### src/rtl/ovs_pkg.sv
package ovs_pkg;
  typedef enum logic [1:0] {
    OS_X1 = 2'd0,
    OS_X2 = 2'd1,
    OS_X4 = 2'd2,
    OS_X8 = 2'd3
  } os_mode_e;

  localparam int CNT_W = 4;

  // number of samples selected by a log2 code
  function automatic logic [CNT_W-1:0] os_count(input logic [1:0] lg);
    return 4'b0001 << lg;
  endfunction
endpackage

### src/rtl/ovs_trig_gen.sv
module ovs_trig_gen
  import ovs_pkg::*;
#(
  parameter int PERIOD_W = 16
) (
  input  logic                clk,
  input  logic                rst_n,
  input  logic                start,
  input  logic [PERIOD_W-1:0] len,
  input  logic [1:0]          mode,
  output logic                trig,
  output logic [CNT_W-1:0]    issued,
  output logic [1:0]          log_act,
  output logic [CNT_W-1:0]    n_act,
  output logic                cfg_err
);
  logic                active;
  logic [PERIOD_W-1:0] cnt;
  logic [PERIOD_W-1:0] next_at;
  logic [PERIOD_W-1:0] spacing;
  logic [CNT_W-1:0]    n_req;
  logic                too_short;
  logic [1:0]          lg_sel;
  logic                running;

  always_comb begin
    n_req     = os_count(mode);
    too_short = len < {{(PERIOD_W-CNT_W){1'b0}}, n_req};
    lg_sel    = too_short ? 2'd0 : mode;
    running   = active && (issued < n_act);
    trig      = running && (cnt == next_at);
  end

  always_ff @(posedge clk or negedge rst_n) begin
    if (!rst_n) begin
      active  <= 1'b0;
      cnt     <= '0;
      next_at <= '0;
      spacing <= '0;
      issued  <= '0;
      log_act <= '0;
      n_act   <= '0;
      cfg_err <= 1'b0;
    end else if (start) begin
      active  <= 1'b1;
      cnt     <= '0;
      next_at <= '0;
      spacing <= len >> lg_sel;
      issued  <= '0;
      log_act <= lg_sel;
      n_act   <= os_count(lg_sel);
      cfg_err <= too_short;
    end else if (running) begin
      cnt <= cnt + 1'b1;
      if (trig) begin
        issued  <= issued + 1'b1;
        next_at <= next_at + spacing;
      end
    end
  end
endmodule

### src/rtl/ovs_accum.sv
module ovs_accum
  import ovs_pkg::*;
#(
  parameter int DATA_W = 12
) (
  input  logic              clk,
  input  logic              rst_n,
  input  logic              start,
  input  logic              adc_done,
  input  logic [DATA_W-1:0] adc_data,
  input  logic [CNT_W-1:0]  issued,
  input  logic [CNT_W-1:0]  n_act,
  input  logic [1:0]        log_act,
  output logic              smp_valid,
  output logic [DATA_W-1:0] smp_data,
  output logic              avg_valid,
  output logic [DATA_W-1:0] avg_data
);
  localparam int ACC_W = DATA_W + 3;

  logic [ACC_W-1:0] acc;
  logic [ACC_W-1:0] acc_nxt;
  logic [CNT_W-1:0] got;
  logic             accept;
  logic             last;

  function automatic logic [DATA_W-1:0] avg_of(input logic [ACC_W-1:0] s,
                                               input logic [1:0] lg);
    logic [ACC_W-1:0] t;
    t = s >> lg;
    return t[DATA_W-1:0];
  endfunction

  always_comb begin
    accept  = adc_done && !start && (issued > got);
    last    = accept && (CNT_W'(got + 1'b1) == n_act);
    acc_nxt = acc + {{(ACC_W-DATA_W){1'b0}}, adc_data};
  end

  always_ff @(posedge clk or negedge rst_n) begin
    if (!rst_n) begin
      acc       <= '0;
      got       <= '0;
      smp_valid <= 1'b0;
      smp_data  <= '0;
      avg_valid <= 1'b0;
      avg_data  <= '0;
    end else if (start) begin
      acc       <= '0;
      got       <= '0;
      smp_valid <= 1'b0;
      avg_valid <= 1'b0;
    end else begin
      smp_valid <= accept;
      avg_valid <= last;
      if (accept) begin
        smp_data <= adc_data;
        acc      <= acc_nxt;
        got      <= got + 1'b1;
      end
      if (last) avg_data <= avg_of(acc_nxt, log_act);
    end
  end
endmodule

### src/rtl/ovs_avg_top.sv
module ovs_avg_top
  import ovs_pkg::*;
#(
  parameter int PERIOD_W = 16,
  parameter int DATA_W   = 12
) (
  input  logic                clk,
  input  logic                rst_n,
  input  logic                period_start,
  input  logic [PERIOD_W-1:0] period_len,
  input  logic [1:0]          os_mode,
  input  logic [DATA_W-1:0]   adc_data,
  input  logic                adc_done,
  output logic                trig,
  output logic [DATA_W-1:0]   smp_data,
  output logic                smp_valid,
  output logic [DATA_W-1:0]   avg_data,
  output logic                avg_valid,
  output logic                cfg_err
);
  logic             start_evt;
  logic [CNT_W-1:0] issued;
  logic [CNT_W-1:0] n_act;
  logic [1:0]       log_act;

  assign start_evt = period_start;

  ovs_trig_gen #(.PERIOD_W(PERIOD_W)) i_trig (
    .clk     (clk),
    .rst_n   (rst_n),
    .start   (start_evt),
    .len     (period_len),
    .mode    (os_mode),
    .trig    (trig),
    .issued  (issued),
    .log_act (log_act),
    .n_act   (n_act),
    .cfg_err (cfg_err)
  );

  ovs_accum #(.DATA_W(DATA_W)) i_acc (
    .clk       (clk),
    .rst_n     (rst_n),
    .start     (start_evt),
    .adc_done  (adc_done),
    .adc_data  (adc_data),
    .issued    (issued),
    .n_act     (n_act),
    .log_act   (log_act),
    .smp_valid (smp_valid),
    .smp_data  (smp_data),
    .avg_valid (avg_valid),
    .avg_data  (avg_data)
  );
endmodule

### config.mk
export PLATFORM = sky130hd
export DESIGN_NAME = ovs_avg_top
export DESIGN_NICKNAME = d
export VERILOG_FILES = /design/src/rtl/ovs_pkg.sv /design/src/rtl/ovs_trig_gen.sv /design/src/rtl/ovs_accum.sv /design/src/rtl/ovs_avg_top.sv
export SDC_FILE = /design/constraint.sdc
export NUM_CORES = 1
export LEC_CHECK = 0
export BUFFER_PORTS_ARGS = -buffer_cell sky130_fd_sc_hd__buf_2
export CAP_MARGIN = 20
export CORE_MARGIN = 2
export CORE_UTILIZATION = 65
export DETAILED_ROUTE_END_ITERATION = 6
export PLACE_DENSITY_LB_ADDON = 0.1
export SETUP_SLACK_MARGIN = 0.3
export SLEW_MARGIN = 20
export SYNTH_ARGS = -nofsm -noshare
export SYNTH_HDL_FRONTEND = slang
export SYNTH_SLANG_ARGS = --single-unit
### constraint.sdc
create_clock -name clk -period 7.8 [get_ports clk]
set_input_delay 1.56 -clock clk [delete_from_list [all_inputs] [get_ports clk]]
set_output_delay 1.56 -clock clk [all_outputs]
set_load 0.03 [all_outputs]
=== Word-level counts from Yosys, hierarchy flattened ===
Index checks and enable logic that the tools add are counted.

* Output and inout port bits: 28
* Input bits: 34
* Register bits: 105

* Equal/unequal tests: 2
* Reduce and logical (&&, ||, !) cells: 12
* Mux-type cells: 15
* $add $sub $neg: 5
* Shift operators: 4
* Bitwise operators: 1
* Magnitude comparators: 3

{| class="wikitable"
|+ Operator list
! cell !! count
|-
| $mux W16 || 5
|-
| $mux W15 || 2
|-
| $mux W4 || 5
|-
| $add A16 B1 Y16 const B || 1
|-
| $add A16 B16 Y16 || 1
|-
| $eq A16 B16 Y1 || 1
|-
| $lt A16 B4 Y1 || 1
|-
| $shr A16 B2 Y16 || 1
|-
| $add A15 B12 Y15 || 1
|-
| $shr A15 B2 Y12 || 1
|-
| $add A4 B1 Y4 const B || 2
|-
| $shl A1 B2 Y4 const A || 2
|-
| $reduce_and A2 Y1 || 3
|-
| $reduce_bool A2 Y1 || 3
|-
| $logic_and A1 B1 Y1 || 5
|-
| $eq A4 B4 Y1 || 1
|-
| $gt A4 B4 Y1 || 1
|-
| $lt A4 B4 Y1 || 1
|-
| $mux W1 || 2
|-
| $mux W2 || 1
|-
| $logic_not A1 Y1 || 1
|-
| $not A1 Y1 || 1
|}

=== Logic depth before layout (Yosys ltp) ===
Gate-level depths: netlist (run 1).

* Word-level depth: 6
* Gate-level depth with buffers: 13
* Gate-level depth less buffers: 11

=== By module ===
Synthesis (run 1) repeated with hierarchy kept, for this count alone.

* Cells, all modules: 786
* Area total of the unflattened synthesis: 7118.1 um^2

{| class="wikitable"
|+ By module, submodules not included
! module !! seq. area each (um^2) !! instances !! cells an instance !! area an instance (um^2)
|-
| ovs_trig_gen || 1501.4 || 1 || 443 || 4081.4
|-
| ovs_accum || 1126.1 || 1 || 343 || 3036.7
|}

=== Least setup slack after synthesis (run 1) ===
OpenSTA, ideal clock, no wires.

* Path kind: input port to flip-flop
* From: input os_mode[0]
* To: register i_trig.spacing[9]
* Library setup time: 138 ps
* Data arrival time: 3776 ps
* Buffers on the path: 3
* Path slack: 3886 ps
* Stages on the path: 13
* Cell sequence: buf_6 clkbuf_1 nand2b_1 ha_1 o31a_1 o21ai_1 nand2b_1 a21o_1 nand2_1 buf_2 mux2_2 a222oi_1 o21ai_0

* Longest elaborated chain between the ends: 4

{| class="wikitable"
|+ RTL lines
! element !! RTL line !! text
|-
| start: declaration || ovs_avg_top.sv:11 || <nowiki>input logic [1:0] os_mode,</nowiki>
|-
| $shl A1 B2 Y4 || ovs_pkg.sv:13 || <nowiki>return 4'b0001 << lg;</nowiki>
|-
| $lt A16 B4 Y1 || ovs_trig_gen.sv:28 || <nowiki>too_short = len < {{(PERIOD_W-CNT_W){1'b0}}, n_req};</nowiki>
|-
| $mux W2 (*) || ovs_trig_gen.sv:29 || <nowiki>lg_sel = too_short ? 2'd0 : mode;</nowiki>
|-
| $shr A16 B2 Y16 (*) || ovs_trig_gen.sv:48 || <nowiki>spacing <= len >> lg_sel;</nowiki>
|-
| end signal: assignment || ovs_trig_gen.sv:48 ||
|-
| end: declaration || ovs_trig_gen.sv:20 || <nowiki>logic [PERIOD_W-1:0] spacing;</nowiki>
|}

Mark *: on every way between the ends. The rest lies on a longest branch, timed or not.
A chain may end at the register's enable or synchronous reset.

=== Worst setup path in the final report (run 1) ===
* From: input period_start
* To: register i_acc.avg_data[11]

* Longest elaborated chain between the ends: 5

{| class="wikitable"
|+ RTL lines
! element !! RTL line !! text
|-
| start: declaration || ovs_avg_top.sv:9 || <nowiki>input logic period_start,</nowiki>
|-
| $logic_not A1 Y1 || ovs_accum.sv:35 || <nowiki>accept = adc_done && !start && (issued > got);</nowiki>
|-
| $logic_and A1 B1 Y1 (2 in a row) || ovs_accum.sv:35 ||
|-
| $logic_and A1 B1 Y1 || ovs_accum.sv:36 || <nowiki>last = accept && (CNT_W'(got + 1'b1) == n_act);</nowiki>
|-
| $reduce_and A2 Y1 (no source line) (*) || n/a ||
|-
| end signal: assignment || ovs_accum.sv:61 || <nowiki>if (last) avg_data <= avg_of(acc_nxt, log_act);</nowiki>
|-
| end: declaration || ovs_accum.sv:17 || <nowiki>output logic [DATA_W-1:0] avg_data</nowiki>
|}

Marked as above.

==> out/results.ini, run 1 <==
[synthesis]
synth_cells=712
syn-cell-area_um2=6590
seq_area_frac_synth_pct=39.9
synth_top_area_share_pct=39.9
yosys_warnings=0
async_flop_share_pct=100
synthDistinctLibCells=63
syn_area_per_cell_um2=9.25
ys_ff_latch=105
synth_common_cells=dfrtp_1 (105), nand2_1 (84), nor2_1 (63), o21ai_0 (52), ha_1 (40)
synth_nets=788
ys.flop_type=dfrtp_1
synth_area_leader_cell=dfrtp_1
synth.top_cells.by_area=dfrtp_1 (40%), ha_1 (7.6%), nand2_1 (4.8%)
synth_edf_count=0
yosysMostFrequentCell=dfrtp_1

[critical_path]
rr_endpoint=i_acc.avg_data[11]
worst_path_max_delay_cell=or3_1
critical_path_class=primary input to flip-flop
regToRegSetupSlack_ns=4.73
critPathCaptureType=flip-flop
setup.worst_path.end=i_acc.avg_data[11]
reg2reg_depth=10
cp_data_arrival_time_ns=4.53
startpoint_type=primary input
worstPathCellList=buf_2 -> buf_4 -> inv_1 -> o2111ai_4 -> buf_4 -> or3_1 -> a2111oi_0 -> a211o_1
crit_required_ns=8.09
crit_path_frequent_cell=buf_4
max_stage_delay_ns=0.64
startpoint=period_start
r2r_start=i_acc.got[1]
cp_max_fo=65

[clocking]
cts_resized=0
clockRootBuffer=clkbuf_8
h-tree-depth=3
clkTransAtPathRegs_ns=0.10
cts_buffers=9
holdBufCountCts=0
cts.sink_count=105
post_cts_buffers=0
cts_tree=yes
clk-insertion-delay-late_ns=0.39
clk_path_buf_depth=2

[route]
drtIter0Drc=364
antenna_left=0
route.detailed.drc=0
drt_pass1_iterations=6
wl_per_cell_um=16.4
num_vias=5413
wirelength_mm=14.7
viasPerCell=6.05

[sta]
setup_violations=0
fin_crit_sh_pct=54.4
skew_ns=0.0126
min_period_ns=4.25
finalHoldViolCount=0
rsz0062_at_grt=no
tns_ns=0
slew_headroom_pct=40.5
finalMaxSlewViolations=0
worst_slew_pin_slew_ns=0.886
clock.fmax_ghz=0.235

[global_routing]
grt_usage_pct=28.3
grt_max_degree=80
grt_pass1_wl_mm=24.7
grt_antenna_before_repair=0
grt_pass1_vias=4952
grt_overflow=0

[outcome]
status=finished clean

[hold_path]
min_path_type=flip-flop to flip-flop

[flow_run]
maxCapViolations=0

[floorplanning]
coreArea_um2=9820
row_count=36
start_util_pct=67.1
pin_count=62
die_area_um2=11000
fp.dieW_um=105
die_height_um=105

[power]
max-vdd-ir-drop_uv=216
power.total_mw=1.98
power.density_nw_per_um2=276
leakage_nw=3.53

[cells_and_area]
num_antenna_cells=0
num-nets-final=834
drive_gt1_share_pct=14.8
area_delta_synth_final_pct=8.85

[placed_design]
port_buffers=61
dp_hpwl_mm=10.7
gp_congestion=0.921

layout make-up:
class	instances	area [µm²]
clock buffers	10	138
clock inverters	5	32.5
fillers	782	2650
inverters	33	124
multi-input cells	543	3720
flip-flops and latches	105	2630
well taps	133	166
repair buffers	66	365
through the flow:
stage	cell area [µm²]	cells	setup slack, ns	util (%)	hold slack, ns
finish	7170	895	3.55	73.0	0.478
CTS	7140	894	3.61	72.7	0.485
detailed placement	6970	879	3.18	71.0	0.462
global route	7170	895	3.26	73.0	0.507
floorplan	6590	712	3.89	-	0.428
global placement	6970	879	3.28	71.0	0.452
routing by layer:
metal / vias up / share of wire, % / track usage [%]
met3: 17 / 5.9 / 5.24
met5: - / 0 / 0
met1: 2621 / 48 / 42.5
met4: 0 / 1.4 / 7.62
met2: 161 / 45 / 42.3
li1: 2614 / - / -
state kept, by name, summed over array words and instances, names as in the netlist, 12 cells and up:
| register | flops |
|---|---|
| i_acc.acc | 15 |
| i_acc.avg_data | 12 |
| i_acc.smp_data | 12 |
| i_trig.cnt | 16 |
| i_trig.next_at | 16 |
| i_trig.spacing | 16 |
how the worst min path moves through the flow:
stage / startpoint / to / slack, ns / cells past startpoint
finish: i_acc.smp_data[6] / i_acc.smp_data[6] / 0.48 / 2
global route: i_acc.smp_data[2] / i_acc.smp_data[2] / 0.51 / 2
CTS: i_acc.smp_data[6] / i_acc.smp_data[6] / 0.49 / 2
detailed placement: i_acc.smp_data[2] / i_acc.smp_data[2] / 0.46 / 2
global placement: i_trig.active / i_trig.active / 0.45 / 1
floorplan: i_trig.active / i_trig.active / 0.43 / 1
cells by family after synthesis:
kind of cell               Yosys count  synth area share (%)
and+or+nand+nor                    232                  16.1
AOI/OAI and AO/OA                  161                  16.0
muxes                               47                  7.71
adders and majority gates           42                  8.21
xor gates and xnor gates            61                  8.11
buffers and inverters               64                  3.95
DFF                                105                  39.9
power by group:
part	switching (mW)	internal, mW
combinational	0.555	0.366
clock	0.187	0.122
sequential	0.0949	0.655
cells in the final DEF, fill, tap and decap left out, drive strengths merged, types with 4 or more instances in the layout:
cell type    n
a211oi       7
a21o        10
a21oi       32
a222oi       6
and2         4
and3         4
buf         66
clkbuf      10
dfrtp      105
ha          40
inv         33
mux2        17
mux2i       29
nand2       84
nand2b      10
nand3       21
nand4       10
nor2        63
nor2b        6
nor3         7
nor4         4
o211ai       4
o21a         6
o21ai       55
o31ai        8
or2          4
or3         12
xnor2       32
xor2        29
critical path, delay by kind of cell:
kind	cells	cell delay, ns
AOI/OAI and AO/OA	3	0.67
buffers and inverters	4	1.58
and+or+nand+nor	1	0.64
Power figures use the tool's default switching activity.
==> inputs of run 2 (changes only) <==
--- a/config.mk
+++ b/config.mk
@@ -5,10 +5,11 @@
 export SDC_FILE = /design/constraint.sdc
 export NUM_CORES = 1
 export LEC_CHECK = 0
+export ABC_AREA = 1
 export BUFFER_PORTS_ARGS = -buffer_cell sky130_fd_sc_hd__buf_2
 export CAP_MARGIN = 20
 export CORE_MARGIN = 2
-export CORE_UTILIZATION = 65
+export CORE_UTILIZATION = 61
 export DETAILED_ROUTE_END_ITERATION = 6
 export PLACE_DENSITY_LB_ADDON = 0.1
 export SETUP_SLACK_MARGIN = 0.3
==> constraint.sdc (replaced) <==
create_clock -name clk -period 4.2 [get_ports clk]
set_input_delay 0.84 -clock clk [delete_from_list [all_inputs] [get_ports clk]]
set_output_delay 0.84 -clock clk [all_outputs]
set_load 0.03 [all_outputs]
==> run 2 against run 1 <==
Net effect:
- highest routed layer unchanged
- first-iteration DRC count increased by 33%
- area after synthesis increased by 10%
- register-to-register slack got worse by 3.6 ns
- sequential power increased by 91%
- the run now ends with DRC left
- die area increased by 17%
- design area increased by 9.8%
- clock power increased to 2.8 times the previous value
- utilization decreased by 4.7 points
- wire length increased by 14%
- combinational power increased by 110%
- worst hold slack got worse by 0.0038 ns
- largest cell class unchanged
==> out/results.ini, run 2 <==
[synthesis]
syn_area_per_cell_um2=7.49
synth_cells=968
synth_area_leader_cell=dfrtp_1
ys_ff_latch=105
synth_edf_count=0
seq_area_frac_synth_pct=36.2
synth_nets=1044
yosysMostFrequentCell=nand2_1
synth.top_cells.by_area=dfrtp_1 (36%), nand2_1 (16%), nand3_1 (7.1%)
yosys_warnings=0
ys.flop_type=dfrtp_1
synth_top_area_share_pct=36.2
synthDistinctLibCells=50
synth_common_cells=nand2_1 (308), dfrtp_1 (105), nand3_1 (103), inv_1 (94), nor2_1 (49)
async_flop_share_pct=100
syn-cell-area_um2=7250

[clocking]
cts_resized=0
cts.sink_count=105
clk-insertion-delay-late_ns=0.36
holdBufCountCts=0
clockRootBuffer=clkbuf_16
cts_buffers=9
h-tree-depth=3
cts_tree=yes
post_cts_buffers=0
clkTransAtPathRegs_ns=0.07
clk_path_buf_depth=2

[route]
drt_pass1_iterations=6
wirelength_mm=16.8
viasPerCell=5.51
route.detailed.drc=3
wl_per_cell_um=14.4
drtIter0Drc=484
num_vias=6419
antenna_left=0

[critical_path]
critical_path_class=flip-flop to output port
crit_required_ns=3.36
crit_path_frequent_cell=nand2_1
cp_data_arrival_time_ns=2.34
max_stage_delay_ns=0.47
critPathBufInv=1
critPathCaptureType=output port
startpoint_type=flip-flop
worstPathCellList=ha_1 -> nand2_1 -> nand2_1 -> nand2_1 -> a21boi_2 -> nand2b_1 -> nor2_4 -> buf_2
cp_max_fo=10
cp_top_family=simple AND/OR/NAND/NOR gates
worst_path_max_delay_cell=nand2b_1

[sta]
min_period_ns=3.18
slew_headroom_pct=33.0
worst_slew_pin_slew_ns=1.00
clock.fmax_ghz=0.315
rsz0062_at_grt=no
setup_violations=0
finalMaxSlewViolations=0
tns_ns=0
finalHoldViolCount=0
timing.hold.ws_ns=0.474
skew_ns=0.00703
fin_crit_sh_pct=75.7

[global_routing]
grt_antenna_before_repair=0
grt_overflow=0
grt_max_degree=68
grt_pass1_wl_mm=28.7
grt_pass1_vias=6035
grt_usage_pct=27.9

[flow_run]
maxCapViolations=0

[placed_design]
dp.cells=1148
gp_congestion=0.927
dp_hpwl_mm=12.7
port_buffers=61

[floorplanning]
coreArea_um2=11500
row_count=39
die_height_um=113
fp.dieW_um=113
start_util_pct=63.0
die_area_um2=12800
pin_count=62

[cells_and_area]
layout_common_cells=nand2_1 (308), dfrtp_1 (105), nand3_1 (103), inv_1 (94), buf_2 (60)
num_antenna_cells=0
largest_registers=i_trig.cnt (16), i_trig.next_at (16), i_trig.spacing (16)
final_cells=1164
regArea_um2=2630
area_delta_synth_final_pct=8.58
fillers=1024
num-nets-final=1092
drive_gt1_share_pct=14.0
layout_commonest_cell=nand2_1
multi_input_comb_area_um2=4040

[outcome]
status=finished, violations left
violations=DRC

[power]
power.density_nw_per_um2=544
power.total_mw=4.28
max-vdd-ir-drop_uv=363
leakage_nw=4.20

[hold_path]
min_path_type=flip-flop to flip-flop

[run 2: cell count changes after synthesis, sizes merged, moves of 9 or more]
cell / delta
buf: +9
nand3: +91
xnor2: -14
mux2: -17
nand2: +242
clkbuf: -12
inv: +68
or3: -12
mux2i: -28
nand2b: -9
[run 2: final cells by class]
cell class,instances,share of cell area (%)
timing repair buffer,65,4.29
tap,143,2.27
multi-input combinational,734,51.3
sequential,105,33.4
inverter,101,4.91
clock buffer,9,2.86
clock inverter,7,1.02
[run 2: worst min-delay path, cell delays in order (launching register included)]
cell	delay, ns
dfrtp_1	0.34
nand2_1	0.05
nand2_1	0.05
[run 2: kinds of logic (layout without fill, tap and decap cells)]
| logic type | count (synthesis) | after routing | synth area share (%) |
|---|---|---|---|
| buf+inv | 129 | 182 | 8.09 |
| flops | 105 | 105 | 36.2 |
| mux | 1 | 1 | 0.138 |
| xor+xnor | 40 | 40 | 4.83 |
| simple gates | 540 | 540 | 33.8 |
| compound gates | 111 | 111 | 9.44 |
| fa+ha+maj | 42 | 42 | 7.46 |
[run 2: power by group]
| part | leakage (nW) | internal [mW] | switching [mW] |
|---|---|---|---|
| Combinational | 2.65 | 0.639 | 1.34 |
| Sequential | 1.40 | 1.24 | 0.192 |
| Clock | 0.148 | 0.469 | 0.401 |
[run 2: metrics by stage]
| step | area [µm²] | setup slack, ns | utilization [%] |
|---|---|---|---|
| after detailed placement | 7570 | 0.978 | 65.7 |
| final | 7870 | 1.02 | 68.4 |
| after floorplan | 7250 | 1.67 | - |
| after global placement | 7570 | 1.11 | 65.7 |
| after CTS | 7870 | 1.03 | 68.4 |
| after global routing | 7870 | 0.888 | 68.4 |
[run 2: path summary, 6_finish.rpt]
kind | depth (start not counted) | start | slack [ns] | end
max reg2reg | 10 | i_trig.issued[1] | 1.16 | i_acc.acc[12]
max | 8 | i_trig.issued[1] | 1.02 | trig
max in group asynchronous | 2 | rst_n | 2.77 | i_acc.acc[7]
min reg2reg | 2 | i_acc.avg_data[5] | 0.47 | i_acc.avg_data[5]
min | 2 | i_acc.avg_data[5] | 0.47 | i_acc.avg_data[5]
min in group asynchronous | 1 | rst_n | 0.58 | i_acc.smp_data[0]
[run 2: per-layer routing]
metal / part of all wire, % / up-vias / track usage (%)
met3: 5.5 / 11 / 6.32
li1: - / 3266 / -
met1: 52 / 2986 / 42.2
met4: 0.82 / 0 / 5.12
met5: 0 / - / 0
met2: 42 / 156 / 41.6
